[src/rtl/irq_arb_pkg.sv]
package irq_arb_pkg;
  localparam int HI_N   = 4;             // reset, nmi, debug, watchdog
  localparam int LO_N   = 2;             // single step, address match
  localparam int LVL_W  = 3;             // software level width
  localparam int EFF_W  = LVL_W + 1;     // effective level width
  localparam logic [EFF_W-1:0] SPECIAL_LVL = EFF_W'(1 << LVL_W);
endpackage

[src/rtl/irq_src_qualify.sv]
module irq_src_qualify
  import irq_arb_pkg::*;
#(
  parameter int NPERIPH = 8,
  localparam int NSRC   = HI_N + NPERIPH + LO_N
) (
  input  logic [HI_N-1:0]               hi_req,
  input  logic [LO_N-1:0]               lo_req,
  input  logic [NPERIPH-1:0]            per_req,
  input  logic [NPERIPH*LVL_W-1:0]      per_lvl,
  input  logic [LVL_W-1:0]              cpu_ipl,
  input  logic                          int_en,
  output logic [NSRC-1:0]               src_vld,
  output logic [NSRC-1:0][EFF_W-1:0]    src_lvl
);
  genvar g;
  generate
    for (g = 0; g < HI_N; g++) begin : g_hi
      assign src_vld[g] = hi_req[g];
      assign src_lvl[g] = SPECIAL_LVL;
    end
    for (g = 0; g < NPERIPH; g++) begin : g_per
      logic [LVL_W-1:0] lv;
      assign lv = per_lvl[g*LVL_W +: LVL_W];
      assign src_vld[HI_N+g] = per_req[g] & int_en & (lv > cpu_ipl);
      assign src_lvl[HI_N+g] = {1'b0, lv};
    end
    for (g = 0; g < LO_N; g++) begin : g_lo
      assign src_vld[HI_N+NPERIPH+g] = lo_req[g];
      assign src_lvl[HI_N+NPERIPH+g] = SPECIAL_LVL;
    end
  endgenerate
endmodule

[src/rtl/irq_sel_tree.sv]
module irq_sel_tree
  import irq_arb_pkg::*;
#(
  parameter int NSRC  = 14,
  localparam int IW    = (NSRC > 1) ? $clog2(NSRC) : 1,
  localparam int DEPTH = (NSRC > 1) ? $clog2(NSRC) : 1,
  localparam int NLEAF = 1 << DEPTH
) (
  input  logic [NSRC-1:0]            src_vld,
  input  logic [NSRC-1:0][EFF_W-1:0] src_lvl,
  output logic                       win_vld,
  output logic [EFF_W-1:0]           win_lvl,
  output logic [IW-1:0]              win_idx
);
  // node k has children 2k and 2k+1; the root is node 1
  logic             nv [1:2*NLEAF-1];
  logic [EFF_W-1:0] nl [1:2*NLEAF-1];
  logic [IW-1:0]    ni [1:2*NLEAF-1];

  genvar j;
  generate
    for (j = 0; j < NLEAF; j++) begin : g_leaf
      if (j < NSRC) begin : g_real
        assign nv[NLEAF+j] = src_vld[j];
        assign nl[NLEAF+j] = src_lvl[j];
        assign ni[NLEAF+j] = IW'(j);
      end else begin : g_pad
        assign nv[NLEAF+j] = 1'b0;
        assign nl[NLEAF+j] = '0;
        assign ni[NLEAF+j] = '0;
      end
    end
    for (j = 1; j < NLEAF; j++) begin : g_node
      logic take_left;
      // left child holds lower indices: it wins ties
      assign take_left = nv[2*j] & (~nv[2*j+1] | (nl[2*j] >= nl[2*j+1]));
      assign nv[j] = nv[2*j] | nv[2*j+1];
      assign nl[j] = take_left ? nl[2*j] : nl[2*j+1];
      assign ni[j] = take_left ? ni[2*j] : ni[2*j+1];
    end
  endgenerate

  assign win_vld = nv[1];
  assign win_lvl = nl[1];
  assign win_idx = ni[1];
endmodule

[src/rtl/irq_accept_reg.sv]
module irq_accept_reg
  import irq_arb_pkg::*;
#(
  parameter int IW = 4
) (
  input  logic             clk,
  input  logic             rst_n,
  input  logic             win_vld,
  input  logic [EFF_W-1:0] win_lvl,
  input  logic [IW-1:0]    win_idx,
  input  logic             ack_pend,
  output logic             acc,
  output logic [IW-1:0]    acc_src,
  output logic [EFF_W-1:0] acc_lvl
);
  logic [1:0]       rsync_q;
  logic             rst_sn;
  logic             acc_q, acc_d;
  logic             ld_en;
  logic [IW-1:0]    src_q, src_d;
  logic [EFF_W-1:0] lvl_q, lvl_d;

  // reset asserts at once, releases after two clock edges
  always_ff @(posedge clk or negedge rst_n) begin
    if (!rst_n) rsync_q <= 2'b00;
    else        rsync_q <= {rsync_q[0], 1'b1};
  end
  assign rst_sn = rsync_q[1];

  always_comb begin
    acc_d = win_vld & ~ack_pend & ~acc_q;
    ld_en = acc_d;
    src_d = ld_en ? win_idx : src_q;
    lvl_d = ld_en ? win_lvl : lvl_q;
  end

  always_ff @(posedge clk or negedge rst_sn) begin
    if (!rst_sn) begin
      acc_q <= 1'b0;
      src_q <= '0;
      lvl_q <= '0;
    end else begin
      acc_q <= acc_d;
      src_q <= src_d;
      lvl_q <= lvl_d;
    end
  end

  assign acc     = acc_q;
  assign acc_src = src_q;
  assign acc_lvl = lvl_q;

  AST_PULSE_SINGLE: assert property (@(posedge clk) disable iff (!rst_sn)
    acc |=> !acc);
  AST_ACKPEND_BLOCKS: assert property (@(posedge clk) disable iff (!rst_sn)
    ack_pend |=> !acc);
  AST_SRC_HOLD: assert property (@(posedge clk) disable iff (!rst_sn)
    !acc |-> ($stable(acc_src) && $stable(acc_lvl)));
endmodule

[src/rtl/irq_prio_arb.sv]
module irq_prio_arb
  import irq_arb_pkg::*;
#(
  parameter int NPERIPH = 8,
  localparam int NSRC   = HI_N + NPERIPH + LO_N,
  localparam int IW     = $clog2(NSRC)
) (
  input  logic                     clk,
  input  logic                     rst_n,
  input  logic [HI_N-1:0]          hi_req,
  input  logic [LO_N-1:0]          lo_req,
  input  logic [NPERIPH-1:0]       per_req,
  input  logic [NPERIPH*LVL_W-1:0] per_lvl,
  input  logic [LVL_W-1:0]         cpu_ipl,
  input  logic                     int_en,
  input  logic                     ack_pend,
  output logic                     acc,
  output logic [IW-1:0]            acc_src,
  output logic [EFF_W-1:0]         acc_lvl
);
  logic [NSRC-1:0]            src_vld;
  logic [NSRC-1:0][EFF_W-1:0] src_lvl;
  logic                       win_vld;
  logic [EFF_W-1:0]           win_lvl;
  logic [IW-1:0]              win_idx;
  logic                       win_is_per;

  irq_src_qualify #(.NPERIPH(NPERIPH)) u_qual (
    .hi_req(hi_req), .lo_req(lo_req), .per_req(per_req), .per_lvl(per_lvl),
    .cpu_ipl(cpu_ipl), .int_en(int_en), .src_vld(src_vld), .src_lvl(src_lvl)
  );

  irq_sel_tree #(.NSRC(NSRC)) u_tree (
    .src_vld(src_vld), .src_lvl(src_lvl),
    .win_vld(win_vld), .win_lvl(win_lvl), .win_idx(win_idx)
  );

  irq_accept_reg #(.IW(IW)) u_acc (
    .clk(clk), .rst_n(rst_n), .win_vld(win_vld), .win_lvl(win_lvl),
    .win_idx(win_idx), .ack_pend(ack_pend),
    .acc(acc), .acc_src(acc_src), .acc_lvl(acc_lvl)
  );

  assign win_is_per = (win_idx >= IW'(HI_N)) && (win_idx < IW'(HI_N + NPERIPH));

  AST_PER_ABOVE_IPL: assert property (@(posedge clk) disable iff (!rst_n)
    (win_vld && win_is_per) |-> (int_en && (win_lvl[LVL_W-1:0] > cpu_ipl)));
  AST_SPECIAL_FIRST: assert property (@(posedge clk) disable iff (!rst_n)
    ((|hi_req) || (|lo_req)) |-> (win_vld && !win_is_per));
endmodule

[config.mk]
export PLATFORM = sky130hd
export DESIGN_NAME = irq_prio_arb
export DESIGN_NICKNAME = d
export VERILOG_FILES = /design/src/rtl/irq_arb_pkg.sv /design/src/rtl/irq_src_qualify.sv /design/src/rtl/irq_sel_tree.sv /design/src/rtl/irq_accept_reg.sv /design/src/rtl/irq_prio_arb.sv
export SDC_FILE = /design/constraint.sdc
export NUM_CORES = 1
export LEC_CHECK = 0
export CAP_MARGIN = 25
export CELL_PAD_IN_SITES_DETAIL_PLACEMENT = 1
export CELL_PAD_IN_SITES_GLOBAL_PLACEMENT = 1
export CORE_ASPECT_RATIO = 2
export CORE_MARGIN = 8
export CORE_UTILIZATION = 51
export DETAILED_ROUTE_END_ITERATION = 7
export DONT_BUFFER_PORTS = 1
export GPL_TIMING_DRIVEN = 1
export MAX_ROUTING_LAYER = met4
export PLACE_DENSITY = 0.87
export SYNTH_ARGS = -nofsm -noshare
export SYNTH_HDL_FRONTEND = slang
export SYNTH_SLANG_ARGS = --single-unit
export TNS_END_PERCENT = 100
[constraint.sdc]
create_clock -name clk -period 1.15 [get_ports clk]
set_input_delay 0.115 -clock clk [delete_from_list [all_inputs] [get_ports clk]]
set_output_delay 0.115 -clock clk [all_outputs]
set_load 0.005 [all_outputs]
==> flow_metrics.py, run 1 <==
metrics = {
    "clocking": {
        "post_cts_resized": 46,
        "clock-sinks": 11,
        "cts-root-buf": "clkbuf_8",
        "cts_buffer_depth": 2,
        "htreeDepth": 1,
        "hold_buffers": 1,
        "post-cts-setup-buffer-count": 19,
        "cts-buffers-inserted": 3,
    },
    "synth": {
        "yosysMostFrequentCell": "ha_1",
        "yosysTopAreaCell": "ha_1",
        "seq_area_frac_synth_pct": 12.8,
        "synth_top_cell_area_share_pct": 26.8,
        "yosysUniqueCellTypes": 56,
        "synth_ff_type": "dfrtp_1",
        "syn_inst": 255,
        "yosys_warnings": 0,
        "synthTopCellsByArea": "ha_1, dfrtp_1, o211ai_1",
        "synth_common_cells": "ha_1, inv_1, nor2_1",
        "synthesis.area_um2": 2140,
        "synth_async_sr_flop_share_pct": 100,
        "synth_nets": 346,
        "synth-edff-count": 0,
        "ys_ff_latch": 11,
        "syn-mean-instance-area_um2": 8.41,
    },
    "placed_design": {
        "postPlaceCellArea_um2": 2760,
        "dpl_worst_slack_ns": -3.85,
        "io_buffers": 0,
        "gp_congestion": 0.906,
        "dp_hpwl_um": 7860,
    },
    "floorplanning": {
        "die_h_um": 108,
        "rows": 33,
        "die_w_um": 61.9,
        "io-pin-count": 54,
        "start_util_pct": 52.5,
    },
    "status": {
        "failed_stage": "4_1_cts",
        "status": "aborted with a tool error",
        "stop_error": "[ERROR DPL-0033] detailed placement checks failed during check placement.",
    },
}
==> cells by family after synthesis <==
family          Yosys count  share of synthesized area [%]
compound gates           87                           31.5
simple gates             78                           20.8
fa+ha+maj                46                           26.8
buf+inv                  27                           5.31
flops                    11                           12.8
mux                       5                           2.57
other cells               1                          0.175
==> per-stage QoR <==
stage               setup TNS (ns)  instances  hold slack (ns)
floorplan                   -27.76        255           -0.181
global placement            -28.28        375           -0.181
detailed placement          -31.68        375           -0.181
==> inputs of run 2 (changes only) <==
--- a/config.mk
+++ b/config.mk
@@ -6,16 +6,12 @@
 export NUM_CORES = 1
 export LEC_CHECK = 0
 export CAP_MARGIN = 25
-export CELL_PAD_IN_SITES_DETAIL_PLACEMENT = 1
-export CELL_PAD_IN_SITES_GLOBAL_PLACEMENT = 1
-export CORE_ASPECT_RATIO = 2
 export CORE_MARGIN = 8
-export CORE_UTILIZATION = 51
+export CORE_UTILIZATION = 40
 export DETAILED_ROUTE_END_ITERATION = 7
 export DONT_BUFFER_PORTS = 1
 export GPL_TIMING_DRIVEN = 1
-export MAX_ROUTING_LAYER = met4
-export PLACE_DENSITY = 0.87
+export PLACE_DENSITY_LB_ADDON = 0.15
 export SYNTH_ARGS = -nofsm -noshare
 export SYNTH_HDL_FRONTEND = slang
 export SYNTH_SLANG_ARGS = --single-unit
==> run 2 against run 1 <==
The flow now finishes, with violations (negative setup slack). Synthesized area stayed put. Synthesized cell count stayed put.
==> flow_metrics.py, run 2 <==
metrics = {
    "floorplanning": {
        "rows": 26,
        "core-area_um2": 5140,
        "die_area_um2": 7960,
        "io-pin-count": 54,
        "start_util_pct": 41.7,
        "die_h_um": 89.2,
        "die_w_um": 89.2,
    },
    "placed_design": {
        "io_buffers": 0,
        "gp_congestion": 0.794,
        "dp_hpwl_um": 5500,
        "postPlaceCellArea_um2": 2850,
    },
    "sta": {
        "fin_ws_ns": -3.15,
        "rsz0062_at_grt": "true",
        "finClkSkew_ns": 0.00798,
        "hold_viol": 0,
        "setup_viol": 9,
        "hold_slack_ns": 0.0762,
        "min_period_ns": 4.30,
        "period_share_pct": 374,
        "clock.fmax_ghz": 0.232,
        "fin_setup_tns_ns": -25.15,
        "finalMaxSlewViolations": 0,
    },
    "synth": {
        "syn_inst": 255,
        "synth_async_sr_flop_share_pct": 100,
        "yosysTopAreaCell": "ha_1",
        "synth_top_cell_area_share_pct": 26.8,
        "synth_ff_type": "dfrtp_1",
        "yosysUniqueCellTypes": 56,
        "ys_ff_latch": 11,
        "yosysMostFrequentCell": "ha_1",
        "synthesis.area_um2": 2140,
        "syn-mean-instance-area_um2": 8.41,
        "yosys_warnings": 0,
        "synthTopCellsByArea": "ha_1, dfrtp_1, o211ai_1",
        "seq_area_frac_synth_pct": 12.8,
        "synth-edff-count": 0,
        "synth_nets": 346,
        "synth_common_cells": "ha_1, inv_1, nor2_1",
    },
    "route": {
        "first_pass_iters": 4,
        "wl_per_cell_um": 16.1,
        "first_iter_violations": 75,
        "highest_layer": "met4",
        "antenna_left": 0,
        "drc": 0,
        "wl_met2_um": 3580,
        "wl_met1_um": 2660,
        "routed_wirelength_um": 6680,
        "via_per_inst": 5.61,
        "vias": 2324,
        "routed-wl-met3_um": 365,
    },
    "worst_hold_path": {
        "holdPathEnd": "u_acc.acc",
        "whs_path_depth": 2,
        "hp-start": "ack_pend",
        "hold_class": "input port to register",
    },
    "critical_path": {
        "critPathLaunchType": "input port",
        "reg2reg_depth": 3,
        "slowest_delay_ns": 0.38,
        "critPathTopFamily": "compound AO/OA/AOI/OAI gates",
        "cp.arrival_ns": 4.42,
        "crit_type": "input port to register",
        "crit-reg2reg-launch": "u_acc.acc",
        "crit_required_ns": 1.27,
        "cp_common_cell": "a21o_1",
        "crit_fanout": 4,
        "crit_buf_inv": 1,
        "path_cells": "clkinvlp_4 > ha_4 > nand2b_1 > a2111o_1 > or3_4 > and2_4 > a21o_1 > ha_1 > nand2b_4 > a21o_1 > a21o_1 > o211a_1 > a211o_1 > nand3_2 > ha_1 > nand2b_4 > a21o_1 > a21o_1 > a21oi_4 > a211oi_4 > o21bai_1 > mux2_2",
        "regToRegSetupSlack_ns": -0.02,
        "cp-end-kind": "register",
        "crit_slowest_cell": "a2111o_1",
        "reg2reg_to": "u_acc.acc_src[2]",
    },
    "global_route": {
        "grt_pass1_wl_um": 10300,
        "grt_max_degree": 13,
        "grt_overflow_total": 0,
        "antenna_found_initial": 0,
        "grt_usage_pct": 16.3,
        "grt_pass1_vias": 2290,
    },
    "cells_and_area": {
        "area_growth_pct": 47.0,
        "nets": 436,
        "drive_above_1_share_pct": 38.7,
        "final_cell_mix": "buf_4, ha_1, inv_1",
        "fin_area_um2": 3150,
        "final_common_cell": "buf_4",
        "fin_util_pct": 61.3,
        "num-fill-cells": 484,
        "insertedDiodeCount": 0,
    },
    "clocking": {
        "clk_latency_ns": 0.24,
        "htreeDepth": 1,
        "tritoncts": "done",
        "cts-buffers-inserted": 3,
        "cts_buffer_depth": 2,
        "clkTransAtPathRegs_ns": 0.05,
        "clock-sinks": 11,
        "cts-root-buf": "clkbuf_8",
    },
    "power_and_ir_drop": {
        "pwr_density_cell_nw_per_um2": 676,
        "p_leak_uw": 0.00148,
        "ir_worst_vdd_mv": 0.544,
    },
    "status": {
        "violations": "negative setup slack",
        "status": "finished, violations left",
    },
    "job": {
        "cap_viol_max_count": 0,
    },
}
run 2: cell counts after synthesis:
No cell type changed its count.
run 2: where the power goes:
part	internal (uW)	leakage, uW	switching [uW]
Sequential	447	0.000132	53.1
Clock	244	0.0000228	149
Combinational	676	0.00133	561
run 2: cell families (layout without fill, tap and decap cells):
family,after synthesis,in the layout,synth area share [%]
buffers and inverters,27,116,5.31
and+or+nand+nor,78,78,20.8
adders and majority gates,46,46,26.8
AOI/OAI and AO/OA,87,87,31.5
DFF,11,11,12.8
muxes,5,5,2.57
other,1,1,0.175
run 2: area by class of cell:
cell class,count,area [um2],share of cell area [%]
inverter,24,97.6,3.10
timing repair buffer,88,678,21.5
multi-input combinational,217,1970,62.4
tap,70,87.6,2.78
clock buffer,4,45.0,1.43
sequential,11,275,8.73
run 2: layer usage:
metal | track usage (%) | vias to the layer above
met2 | 30.4 | 48
li1 | - | 1178
met1 | 18.2 | 1090
met4 | 3.47 | 0
met3 | 3.58 | 8
met5 | 0 | -
run 2: per-stage QoR:
stage	instances	worst slack, ns	power [uW]
final	414	-3.15	2130
after global routing	414	-3.35	2310
after CTS	411	-3.18	2040
after detailed placement	401	-3.50	1570
after global placement	401	-3.41	1550
after floorplan	255	-3.45	1130
run 2: what timing repair did:
item / CTS / global route
setup endpoints to repair: 9 / 9
pin swaps: 16 / 19
hold endpoints to repair: 2 / 0
resized for setup: 12 / 23
setup buffers: 5 / 3
hold buffers: 1 / 0
run 2: worst max path at each step:
stage / start / to / slack, ns / cells after the start
after CTS: cpu_ipl[1] / u_acc.acc_src[1] / -3.18 / 22
after global routing: cpu_ipl[1] / u_acc.acc_src[2] / -3.35 / 22
after global placement: cpu_ipl[1] / u_acc.acc_src[2] / -3.41 / 22
after detailed placement: cpu_ipl[2] / u_acc.acc_src[2] / -3.50 / 22
after floorplan: cpu_ipl[1] / u_acc.acc_src[2] / -3.45 / 22
final: cpu_ipl[1] / u_acc.acc_src[2] / -3.15 / 22
Note: power is estimated with default switching activity, not from simulation.
